==> config.mk <==
export PLATFORM = sky130hd
export DESIGN_NAME = core_sleep_ctrl
export DESIGN_NICKNAME = d
export VERILOG_FILES = /design/src/rtl/sleep_pkg.sv /design/src/rtl/wake_detect.sv /design/src/rtl/evt_latch.sv /design/src/rtl/sleep_fsm.sv /design/src/rtl/core_sleep_ctrl.sv
export SDC_FILE = /design/constraint.sdc
export NUM_CORES = 1
export LEC_CHECK = 0
export CAP_MARGIN = 10
export CORE_AREA = 3 3 40 42
export DETAILED_ROUTE_END_ITERATION = 6
export DIE_AREA = 0 0 43 45
export MAX_ROUTING_LAYER = met4
export REMOVE_ABC_BUFFERS = 1
export SLEW_MARGIN = 20
export SYNTH_ARGS = -nofsm -noshare
export SYNTH_HDL_FRONTEND = slang
export SYNTH_SLANG_ARGS = --single-unit
==> constraint.sdc <==
create_clock -name clk -period 2.35 [get_ports clk]
set_input_delay 0.47 -clock clk [delete_from_list [all_inputs] [get_ports clk]]
set_output_delay 0.47 -clock clk [all_outputs]
set_load 0.005 [all_outputs]
==> src/rtl/sleep_pkg.sv <==
package sleep_pkg;
    typedef enum logic [1:0] {
        ST_RUN     = 2'd0,
        ST_SLP_WFI = 2'd1,
        ST_SLP_WFE = 2'd2
    } pwr_state_t;
endpackage

==> src/rtl/wake_detect.sv <==
module wake_detect #(
    parameter int N_IRQ = 4,
    parameter int N_EXT = 2
) (
    input  logic [N_IRQ-1:0] irq_pend,
    input  logic [N_IRQ-1:0] irq_en,
    input  logic [N_EXT-1:0] ext_event,
    input  logic             sev_pulse,
    output logic             irq_wake,
    output logic             evt_any
);
    logic [N_IRQ-1:0] live_irq;

    genvar g;
    generate
        for (g = 0; g < N_IRQ; g++) begin : g_irq
            assign live_irq[g] = irq_pend[g] & irq_en[g];
        end
    endgenerate

    assign irq_wake = |live_irq;
    assign evt_any  = sev_pulse | (|ext_event);
endmodule

==> src/rtl/evt_latch.sv <==
module evt_latch (
    input  logic clk,
    input  logic rst_n,
    input  logic set_i,
    input  logic clr_i,
    output logic flag_o
);
    // clear has priority: a same-cycle set is treated as already consumed
    always_ff @(posedge clk or negedge rst_n) begin
        if (!rst_n)
            flag_o <= 1'b0;
        else if (clr_i)
            flag_o <= 1'b0;
        else if (set_i)
            flag_o <= 1'b1;
    end
endmodule

==> src/rtl/sleep_fsm.sv <==
module sleep_fsm
    import sleep_pkg::*;
(
    input  logic       clk,
    input  logic       rst_n,
    input  logic       wfi_req,
    input  logic       wfe_req,
    input  logic       evt_any,
    input  logic       evt_flag,
    input  logic       irq_wake,
    input  logic       dbg_req,
    input  logic       deep_sel,
    output pwr_state_t state_o,
    output logic       evt_set,
    output logic       evt_clr,
    output logic       core_clk_en,
    output logic       sleep_active,
    output logic       deep_active
);
    pwr_state_t st_q, st_d;
    logic       deep_q;
    logic       entering;

    // next-state and latch control
    always_comb begin
        st_d    = st_q;
        evt_set = 1'b0;
        evt_clr = 1'b0;
        unique case (st_q)
            ST_RUN: begin
                evt_set = evt_any;
                if (wfi_req) begin
                    st_d = ST_SLP_WFI;              // ENTER_WFI
                end else if (wfe_req) begin
                    if (evt_flag || evt_any)
                        evt_clr = 1'b1;             // SKIP_WFE
                    else
                        st_d = ST_SLP_WFE;          // ENTER_WFE
                end
            end
            ST_SLP_WFI: begin
                evt_set = evt_any;
                if (irq_wake || dbg_req)
                    st_d = ST_RUN;                  // WAKE_WFI
            end
            ST_SLP_WFE: begin
                if (irq_wake || dbg_req || evt_any)
                    st_d = ST_RUN;                  // WAKE_WFE, event consumed
            end
            default: st_d = ST_RUN;
        endcase
    end

    assign entering = (st_q == ST_RUN) && (st_d != ST_RUN);

    // state register
    always_ff @(posedge clk or negedge rst_n) begin
        if (!rst_n) begin
            st_q   <= ST_RUN;
            deep_q <= 1'b0;
        end else begin
            st_q <= st_d;
            if (entering)
                deep_q <= deep_sel;
        end
    end

    // outputs
    always_comb begin
        core_clk_en  = 1'b1;
        sleep_active = 1'b0;
        deep_active  = 1'b0;
        unique case (st_q)
            ST_RUN: begin
                core_clk_en = 1'b1;
            end
            ST_SLP_WFI, ST_SLP_WFE: begin
                core_clk_en  = 1'b0;
                sleep_active = 1'b1;
                deep_active  = deep_q;
            end
            default: begin
                core_clk_en = 1'b1;
            end
        endcase
    end

    assign state_o = st_q;
endmodule

==> src/rtl/core_sleep_ctrl.sv <==
module core_sleep_ctrl
    import sleep_pkg::*;
#(
    parameter int N_IRQ = 4,
    parameter int N_EXT = 2
) (
    input  logic             clk,
    input  logic             rst_n,
    input  logic             wfi_req,
    input  logic             wfe_req,
    input  logic             sev_pulse,
    input  logic [N_EXT-1:0] ext_event,
    input  logic [N_IRQ-1:0] irq_pend,
    input  logic [N_IRQ-1:0] irq_en,
    input  logic             dbg_req,
    input  logic             deep_sel,
    output logic             core_clk_en,
    output logic             sleep_active,
    output logic             deep_active
);
    logic       irq_wake;
    logic       evt_any;
    logic       evt_flag;
    logic       evt_set;
    logic       evt_clr;
    pwr_state_t state;

    wake_detect #(.N_IRQ(N_IRQ), .N_EXT(N_EXT)) u_wake (
        .irq_pend  (irq_pend),
        .irq_en    (irq_en),
        .ext_event (ext_event),
        .sev_pulse (sev_pulse),
        .irq_wake  (irq_wake),
        .evt_any   (evt_any)
    );

    evt_latch u_latch (
        .clk    (clk),
        .rst_n  (rst_n),
        .set_i  (evt_set),
        .clr_i  (evt_clr),
        .flag_o (evt_flag)
    );

    sleep_fsm u_fsm (
        .clk          (clk),
        .rst_n        (rst_n),
        .wfi_req      (wfi_req),
        .wfe_req      (wfe_req),
        .evt_any      (evt_any),
        .evt_flag     (evt_flag),
        .irq_wake     (irq_wake),
        .dbg_req      (dbg_req),
        .deep_sel     (deep_sel),
        .state_o      (state),
        .evt_set      (evt_set),
        .evt_clr      (evt_clr),
        .core_clk_en  (core_clk_en),
        .sleep_active (sleep_active),
        .deep_active  (deep_active)
    );
endmodule

==> Word-level counts from Yosys, hierarchy flattened <==
Cells that the tools add are included.
Widths: inputs -> output; s select.
{ "totals": {"ff_bits": 4, "inputBits": 17, "output_inout_bits": 3, "elab_cells": 37} }
{ "op_classes": {"reduce_logical": 11, "eq_ne": 2, "n_bitwise": 5, "n_mux": 16} }
{ "op_table": {"columns": ["operator", "n"], "rows": [
  ["$mux 1", 10],
  ["$mux 2", 5],
  ["$pmux 2 s3", 1],
  ["$reduce_or 2->1", 3],
  ["$and 1x1->1", 4],
  ["$reduce_bool 2->1", 2],
  ["$reduce_or 4->1", 1],
  ["$logic_or 1x1->1", 3],
  ["$eq 2x1->1 const B", 1],
  ["$eq 2x2->1 const B", 1],
  ["$logic_not 2->1", 1],
  ["$logic_and 1x1->1", 1],
  ["$or 1x1->1", 1]
]} }

==> Longest topological paths before layout <==
Gate-level depths: netlist of run 1.
{ "depth": {"depth_word": 9, "mapped_depth": 6, "depth_no_buf": 6} }

==> Hierarchy <==
Synthesis of run 1 repeated with hierarchy kept, for this count alone.
{ "hier_totals": {"cells_unflattened": 35, "hier_area_um2": 347.8} }
{ "modules_own_cells": {"columns": ["module", "seq_area_each_um2", "area_each_um2", "instances", "cells_each"], "rows": [
  ["sleep_fsm", 75.1, 287.8, 1, 29],
  ["evt_latch", 25.0, 35.0, 1, 2],
  ["wake_detect", 0.0, 25.0, 1, 4]
]} }

==> Least setup slack after synthesis of run 1 <==
Ideal clock, no wire load.
{ "synth_path": {"path_kind": "reg-to-output", "start": "reg u_fsm.st_q[0], in the netlist u_fsm.state_o[0]", "end": "out deep_active", "path_slack_ns": 0.922, "stages_incl_launch_ff": 4, "n_path_buf": 0, "t_arrival_ns": 0.958, "required_time_ns": 1.880, "cell_sequence": "dfrtp_1 > inv_1 > ha_1 > and2_1"} }
{ "synth_via": {"elab_chain_len": 3, "elab_cells_between_ends": 4, "classes_between": "eq/ne: 2; mux: 1; reduce/logical: 1"} }
{ "synth_rtl": {"columns": ["element", "line", "text"], "rows": [
  ["from (decl)", "sleep_fsm.sv:20", "pwr_state_t st_q, st_d;"],
  ["from (signal assigned)", "sleep_fsm.sv:62", "st_q <= st_d;"],
  ["$eq 2x1->1 / $eq 2x2->1 (equally long branches)", "sleep_fsm.sv:73", "unique case (st_q)"],
  ["$reduce_or 2->1 *", "sleep_fsm.sv:73", null],
  ["$mux 1 *", "sleep_fsm.sv:73", null],
  ["to (decl)", "core_sleep_ctrl.sv:19", "output logic deep_active"]
]} }
Mark *: on every way between the ends. The rest lies on a longest branch, timed or not.

==> Worst setup path in the final report of run 1 <==
{ "layout_path": {"start": "reg u_fsm.st_q[1], in the netlist u_fsm.state_o[1]", "end": "out deep_active"} }
Same word-level chain as after synthesis.

==> results of run 1 <==
## worst max-delay path, delay by kind of cell, from the launching register on
| family | cells | cell delay, ns |
|---|---|---|
| flops | 1 | 0.45 |
| fa+ha+maj | 1 | 0.31 |
| simple gates | 1 | 0.13 |
| buf+inv | 2 | 0.59 |
## logic make-up after synthesis
| kind of cell | Yosys count |
|---|---|
| flops | 4 |
| compound gates | 9 |
| fa+ha+maj | 4 |
| buf+inv | 3 |
| simple gates | 12 |
| mux | 1 |
## stage by stage
stage	area, um2	power [mW]	hold slack, ns	cells
2_1_floorplan	318	0.242	0.174	33
3_3_place_gp	527	0.351	0.537	67
3_5_place_dp	527	0.348	0.524	67
4_1_cts	549	0.436	0.436	70
5_1_grt	549	0.471	0.435	70
6_report	549	0.429	0.436	70
## routing by layer
layer  part of all wire  GRT usage
met1               0.48      0.133
met3              0.078     0.0598
met5                  0          -
met2               0.44      0.129
met4                  0     0.0361
## worst paths after layout
path | to | startpoint | cells after the start
min | u_latch.flag_o | rst_n | 1
max reg2reg | u_fsm.deep_q | u_fsm.state_o[1] | 5
max | deep_active | u_fsm.state_o[1] | 4
max in group asynchronous | u_fsm.state_o[0] | rst_n | 1
min in group clk | u_latch.flag_o | u_latch.flag_o | 2
min reg2reg | u_latch.flag_o | u_latch.flag_o | 2
## power by group through the flow
| stage | Clock [mW] | Combinational [mW] | Sequential, mW |
|---|---|---|---|
| 2_1_floorplan | 0 | 0.133 | 0.109 |
| 3_3_place_gp | 0 | 0.231 | 0.120 |
| 3_5_place_dp | 0 | 0.229 | 0.119 |
| 4_1_cts | 0.0868 | 0.231 | 0.118 |
| 5_1_grt | 0.0956 | 0.256 | 0.120 |
| 6_report | 0.0827 | 0.229 | 0.117 |
## cell usage after synthesis
master,instances
a21o_2,1
a21oi_1,3
a222oi_1,1
a311oi_1,1
and2_1,1
and2b_1,1
and3b_1,1
dfrtp_1,4
ha_1,4
inv_1,3
mux2_4,1
nand2_1,1
nand2b_1,2
nand3_1,1
nor2_1,3
nor2b_1,1
nor3_2,1
o21ai_0,1
o22ai_1,1
o41ai_2,1
## flip-flops by register name (all words and copies together), names as in the netlist
name and cells:
u_fsm.deep_q 1, u_fsm.state_o 2, u_latch.flag_o 1
## cell type report
cell class	instances	area, um2
Fill cell	131	736
Multi-Input combinational cell	26	206
Timing Repair Buffer	19	190
Sequential cell	4	100
Clock buffer	3	22.5
Tap cell	15	18.8
Inverter	3	11.3
==> reports/metrics.csv, run 1 <==
stage;metric;value;unit
cts;master cell of the clock root buffer;clkbuf_4;
worst_setup_path;Worst EP required;1.88;ns
pwr;switching power of the nets;134;uW
final_layout;leading cell type in the layout, fill and taps excluded;clkdlybuf4s50_1;
pwr;power per cell area;781;nW/um2
sta;Final Critical Period;2.17;ns
placement;detailed placer's ending HPWL;694;um
route;routed via count;308;
cts;# clock sinks;4;
pwr;cell-internal power;295;uW
logic_synthesis;Synth Warn #;0;
die;floorplan die width;43;um
worst_hold_path;Hold Crit Class;input pin to async pin;
logic_synthesis;cell taking the most area after synthesis;dfrtp_1;
worst_setup_path;CP peak stage delay;0.50;ns
final_layout;P&R area growth vs syn;72.8;%
logic_synthesis;mean post-synth cell area;9.63;um2
pwr;combinational power share;0.534;
pwr;clock network fraction of total power;0.193;
route;residual DRC count;0;
logic_synthesis;compound-gate portion of the synthesized area;0.220;
grt;antenna violations before repair;0;
placement;routability congestion estimate from global placement;0.751;
grt;global-route wire length before repair;1400;um
die;height of the die;45;um
route;final routed wirelength across all metal layers;790;um
sta;Final Hold Vio Count;0;
final_layout;post-route core utilization;0.427;
sta;worst clock skew;0.00570;ns
final_layout;commonest non-fill, non-tap cells in the layout;clkdlybuf4s50_1 (19), ha_1 (4), dfrtp_1 (4);
die;Std-Cell Core Area;1280;um2
route;DR pass1 iterations;4;
grt;maximum number of pins on one net before global-route repair;7;
sta;crit path setup slack, layout;0.179;ns
sta;crit share post-route;0.924;
cts;maximum clock path buffer count;2;
placement;Worst Setup Slack post-DPL;0.423;ns
final_layout;layout cell share with drive strength beyond 1;0.127;
sta;highest clock frequency the design can meet;461;MHz
die;area of the die;1940;um2
placement;IO Port Bufs;19;
die;Core Rows;13;
logic_synthesis;fraction of post-synthesis cell area in the top cell type by area;0.315;
logic_synthesis;post-synthesis sequential area ratio;0.315;
die;I/O pins;20;
final_layout;final antenna diode count;0;
grt;vias in the first global route;313;
cts;Max H-tree Level;1;
sta;setup TNS;0;ns
sta;Slew HR;0.810;
final_layout;nets@finish;78;
die;initial standard-cell utilization of the core;0.247;
run_status;run status;completed;
flow_run;number of max-capacitance violations reported;0;
cts;number of cells upsized or downsized after cts;0;
pwr;sequential group share of total power;0.274;
worst_setup_path;cell-by-cell listing of the critical path;inv_1 -> ha_1 -> and2_1 -> clkdlybuf4s50_1;
logic_synthesis;share of the synthesized netlist area taken by xor and xnor gates;0;
logic_synthesis;post-synthesis instance total;33;
logic_synthesis;mux contribution to synthesized area;0.0472;
grt;total gr overflow;0;
route;average detailed-routed wire length per instance;11.3;um
sta;number of failing setup endpoints in the final timing report;0;
logic_synthesis;synthesized flop and latch total;4;
grt;GRT Overall Usage;0.102;
worst_setup_path;highest-delay cell along the critical path;clkdlybuf4s50_1;
logic_synthesis;arithmetic-cell share of the synthesized area counting full adders, half adders and majority gates;0.157;
worst_setup_path;crit path capture type;output pin;
route;number of routed nets with antenna violations;0;
worst_setup_path;Max Fanout on Critical Path;6;
logic_synthesis;synthesized area;318;um2
cts;Post CTS Setup Buffer Count;0;
pwr;maximum ir drop on the vdd rail;0.329;mV
logic_synthesis;synth unique cells;20;
sta;unrepaired setup endpoints after global routing;false;
cts;CTS tree;yes;
pwr;net switching share of the total power;0.313;
cts;clock latency reported for the late side of the worst-skew pair;0.23;ns
sta;Slew @ Worst Pin;0.281;ns
worst_setup_path;Setup crit start kind;flip-flop;
logic_synthesis;largest family of logic cells by synthesized area;simple AND/OR/NAND/NOR gates;
logic_synthesis;simple logic cell fraction of the synthesized area;0.224;
sta;number of pins with negative max-slew slack in the final report;0;
cts;total clock buffers created by CTS;3;
route;vias per cell;4.40;
logic_synthesis;cells taking the most area after synthesis;dfrtp_1 (31%), ha_1 (16%), o41ai_2 (5.1%);
worst_setup_path;Arrival @ worst endpoint;1.70;ns
route;iteration-0 DRC count of the detailed router;7;
cts;number of buffers inserted for hold repair after clock tree synthesis;0;
pwr;leakage power;0.237;nW
worst_setup_path;reg-to-reg slack, setup;0.88;ns
cts;clock slew seen by the registers of the worst setup and hold paths;0.04;ns
worst_setup_path;Setup CP Type;flip-flop to output pin;
(Power assumes the default switching activity.)
==> inputs of run 2 (changes only) <==
--- a/config.mk
+++ b/config.mk
@@ -6,9 +6,9 @@
 export NUM_CORES = 1
 export LEC_CHECK = 0
 export CAP_MARGIN = 10
-export CORE_AREA = 3 3 40 42
+export CORE_AREA = 2 2 39 41
 export DETAILED_ROUTE_END_ITERATION = 6
-export DIE_AREA = 0 0 43 45
+export DIE_AREA = 0 0 41 43
 export MAX_ROUTING_LAYER = met4
 export REMOVE_ABC_BUFFERS = 1
 export SLEW_MARGIN = 20
==> run 2 against run 1 <==
  * Combinational power about the same
  * Via count up 2.3%
  * Flip-flop and latch count unchanged
  * Cell area up 0.23%
  * Critical path type unchanged
  * Largest cell class unchanged
==> reports/metrics.csv, run 2 (same netlist as run 1, synthesis figures left out) <==
stage;metric;value;unit;change
pwr;maximum ir drop on the vdd rail;0.471;mV;was 0.329 mV
worst_setup_path;cell count along the critical path;4;;unchanged
placement;IO Port Bufs;19;;unchanged
grt;maximum number of pins on one net before global-route repair;7;;unchanged
cts;master cell of the clock root buffer;clkbuf_4;;unchanged
worst_setup_path;number of buffers and inverters on the critical path;2;;unchanged
route;average detailed-routed wire length per instance;12.2;um;was 11.3 um
sta;highest clock frequency the design can meet;462;MHz;was 461 MHz
sta;worst clock skew;0.00267;ns;was 0.00570 ns
route;number of routed nets with antenna violations;0;;unchanged
grt;antenna violations before repair;0;;unchanged
sta;setup TNS;0;ns;unchanged
placement;routability congestion estimate from global placement;0.726;;was 0.751
pwr;sum of internal, switching and leakage power;426;uW;was 429 uW
pwr;power per cell area;775;nW/um2;was 781 nW/um2
route;iteration-0 DRC count of the detailed router;4;;was 7
route;routed via count;315;;was 308
run_status;run status;completed;;unchanged
worst_setup_path;crit path capture type;output pin;;unchanged
cts;clock slew seen by the registers of the worst setup and hold paths;0.04;ns;about the same
flow_run;number of max-capacitance violations reported;0;;unchanged
cts;maximum clock path buffer count;2;;unchanged
sta;Final Hold Vio Count;0;;unchanged
worst_setup_path;Setup crit start kind;flip-flop;;unchanged
grt;GRT Overall Usage;0.108;;was 0.102
worst_setup_path;delay-heaviest family, CP;buffers and inverters;;unchanged
grt;global-route wire length before repair;1190;um;was 1400 um
placement;detailed placer's ending HPWL;705;um;was 694 um
worst_setup_path;Max Fanout on Critical Path;6;;unchanged
die;initial standard-cell utilization of the core;0.230;;was 0.247
worst_setup_path;depth of the worst register-to-register path;5;;unchanged
sta;unrepaired setup endpoints after global routing;false;;unchanged
final_layout;post-route core utilization;0.398;;was 0.427
route;vias per cell;4.44;;was 4.40
die;floorplan die width;41;um;was 43 um
final_layout;commonest non-fill, non-tap cells in the layout;clkdlybuf4s50_1 (19), ha_1 (4), dfrtp_1 (4);;unchanged
final_layout;leading cell type in the layout, fill and taps excluded;clkdlybuf4s50_1;;unchanged
sta;Slew HR;0.806;;was 0.810
worst_setup_path;CP peak stage delay;0.49;ns;was 0.50 ns
worst_hold_path;Hold Crit Class;input pin to async pin;;unchanged
sta;crit path setup slack, layout;0.187;ns;was 0.179 ns
cts;Max H-tree Level;1;;unchanged
cts;Post CTS Setup Buffer Count;0;;unchanged
route;final routed wirelength across all metal layers;863;um;was 790 um
cts;clock latency reported for the late side of the worst-skew pair;0.23;ns;about the same
worst_setup_path;Arrival @ worst endpoint;1.69;ns;was 1.70 ns
cts;total clock buffers created by CTS;3;;unchanged
die;height of the die;43;um;was 45 um
final_layout;nets@finish;78;;unchanged
final_layout;final antenna diode count;0;;unchanged
worst_setup_path;highest-delay cell along the critical path;clkdlybuf4s50_1;;unchanged
die;Std-Cell Core Area;1380;um2;was 1280 um2
sta;Slew @ Worst Pin;0.290;ns;was 0.281 ns
sta;number of pins with negative max-slew slack in the final report;0;;unchanged
die;I/O pins;20;;unchanged
worst_setup_path;Worst EP required;1.88;ns;about the same
grt;vias in the first global route;301;;was 313
final_layout;P&R area growth vs syn;73.2;%;was 72.8%
sta;number of failing setup endpoints in the final timing report;0;;unchanged
sta;crit share post-route;0.921;;was 0.924
final_layout;layout cell share with drive strength beyond 1;0.127;;unchanged
die;area of the die;1760;um2;was 1940 um2
cts;number of buffers inserted for hold repair after clock tree synthesis;0;;unchanged
pwr;leakage power;0.237;nW;unchanged
sta;Final Critical Period;2.16;ns;was 2.17 ns
final_layout;# fillers;142;;was 131
route;residual DRC count;0;;unchanged
placement;Worst Setup Slack post-DPL;0.415;ns;was 0.423 ns
final_layout;Largest register FFs;2;;unchanged
cts;CTS tree;yes;;unchanged
grt;total gr overflow;0;;unchanged
die;Core Rows;14;;was 13
cts;# clock sinks;4;;unchanged
route;DR pass1 iterations;4;;unchanged
cts;number of cells upsized or downsized after cts;0;;unchanged
worst_setup_path;cell-by-cell listing of the critical path;inv_1 -> ha_1 -> and2_1 -> clkdlybuf4s50_1;;unchanged
worst_setup_path;Setup CP Type;flip-flop to output pin;;unchanged
run 2: cell type report:
cell class	instances	area (um2)	share of cell area
Clock buffer	3	22.5	0.0409
Inverter	3	11.3	0.0205
Multi-Input combinational cell	26	206	0.375
Sequential cell	4	100	0.182
Tap cell	16	20.0	0.0364
Timing Repair Buffer	19	190	0.345
run 2: per-stage QoR:
stage | cells | area [um2] | hold WS (ns)
CTS | 71 | 551 | 0.437
global route | 71 | 551 | 0.447
detailed placement | 68 | 528 | 0.497
floorplan | 33 | 318 | 0.174
global placement | 68 | 528 | 0.502
finish | 71 | 551 | 0.439
run 2: routing by layer:
metal,vias up,global-route usage,share of wire
met5,-,-,0
met4,0,0.0800,0
met3,0,0.0262,0.15
met2,15,0.153,0.47
met1,138,0.125,0.39
li1,162,-,-
run 2: worst register-to-register path, stage by stage, from the launching register on:
cell and delay (ns):
dfrtp_1 0.45, inv_1 0.09, ha_1 0.25, and2b_1 0.19, o41ai_2 0.06, mux2_4 0.33
run 2: final timing paths:
| check | slack [ns] | start | endpoint |
|---|---|---|---|
| max | 0.19 | u_fsm.state_o[1] | deep_active |
| min | 0.44 | rst_n | u_fsm.deep_q |
| max reg2reg | 0.87 | u_fsm.state_o[1] | u_fsm.deep_q |
| min reg2reg | 0.50 | u_fsm.deep_q | u_fsm.deep_q |
| max in group asynchronous | 1.75 | rst_n | u_fsm.state_o[1] |
| min in group clk | 0.50 | u_fsm.deep_q | u_fsm.deep_q |
run 2: where the power goes:
group | switching [mW] | internal [mW] | total (mW)
clock network | 0.0245 | 0.0569 | 0.0813
registers | 0.0197 | 0.0930 | 0.113
logic | 0.0876 | 0.145 | 0.232
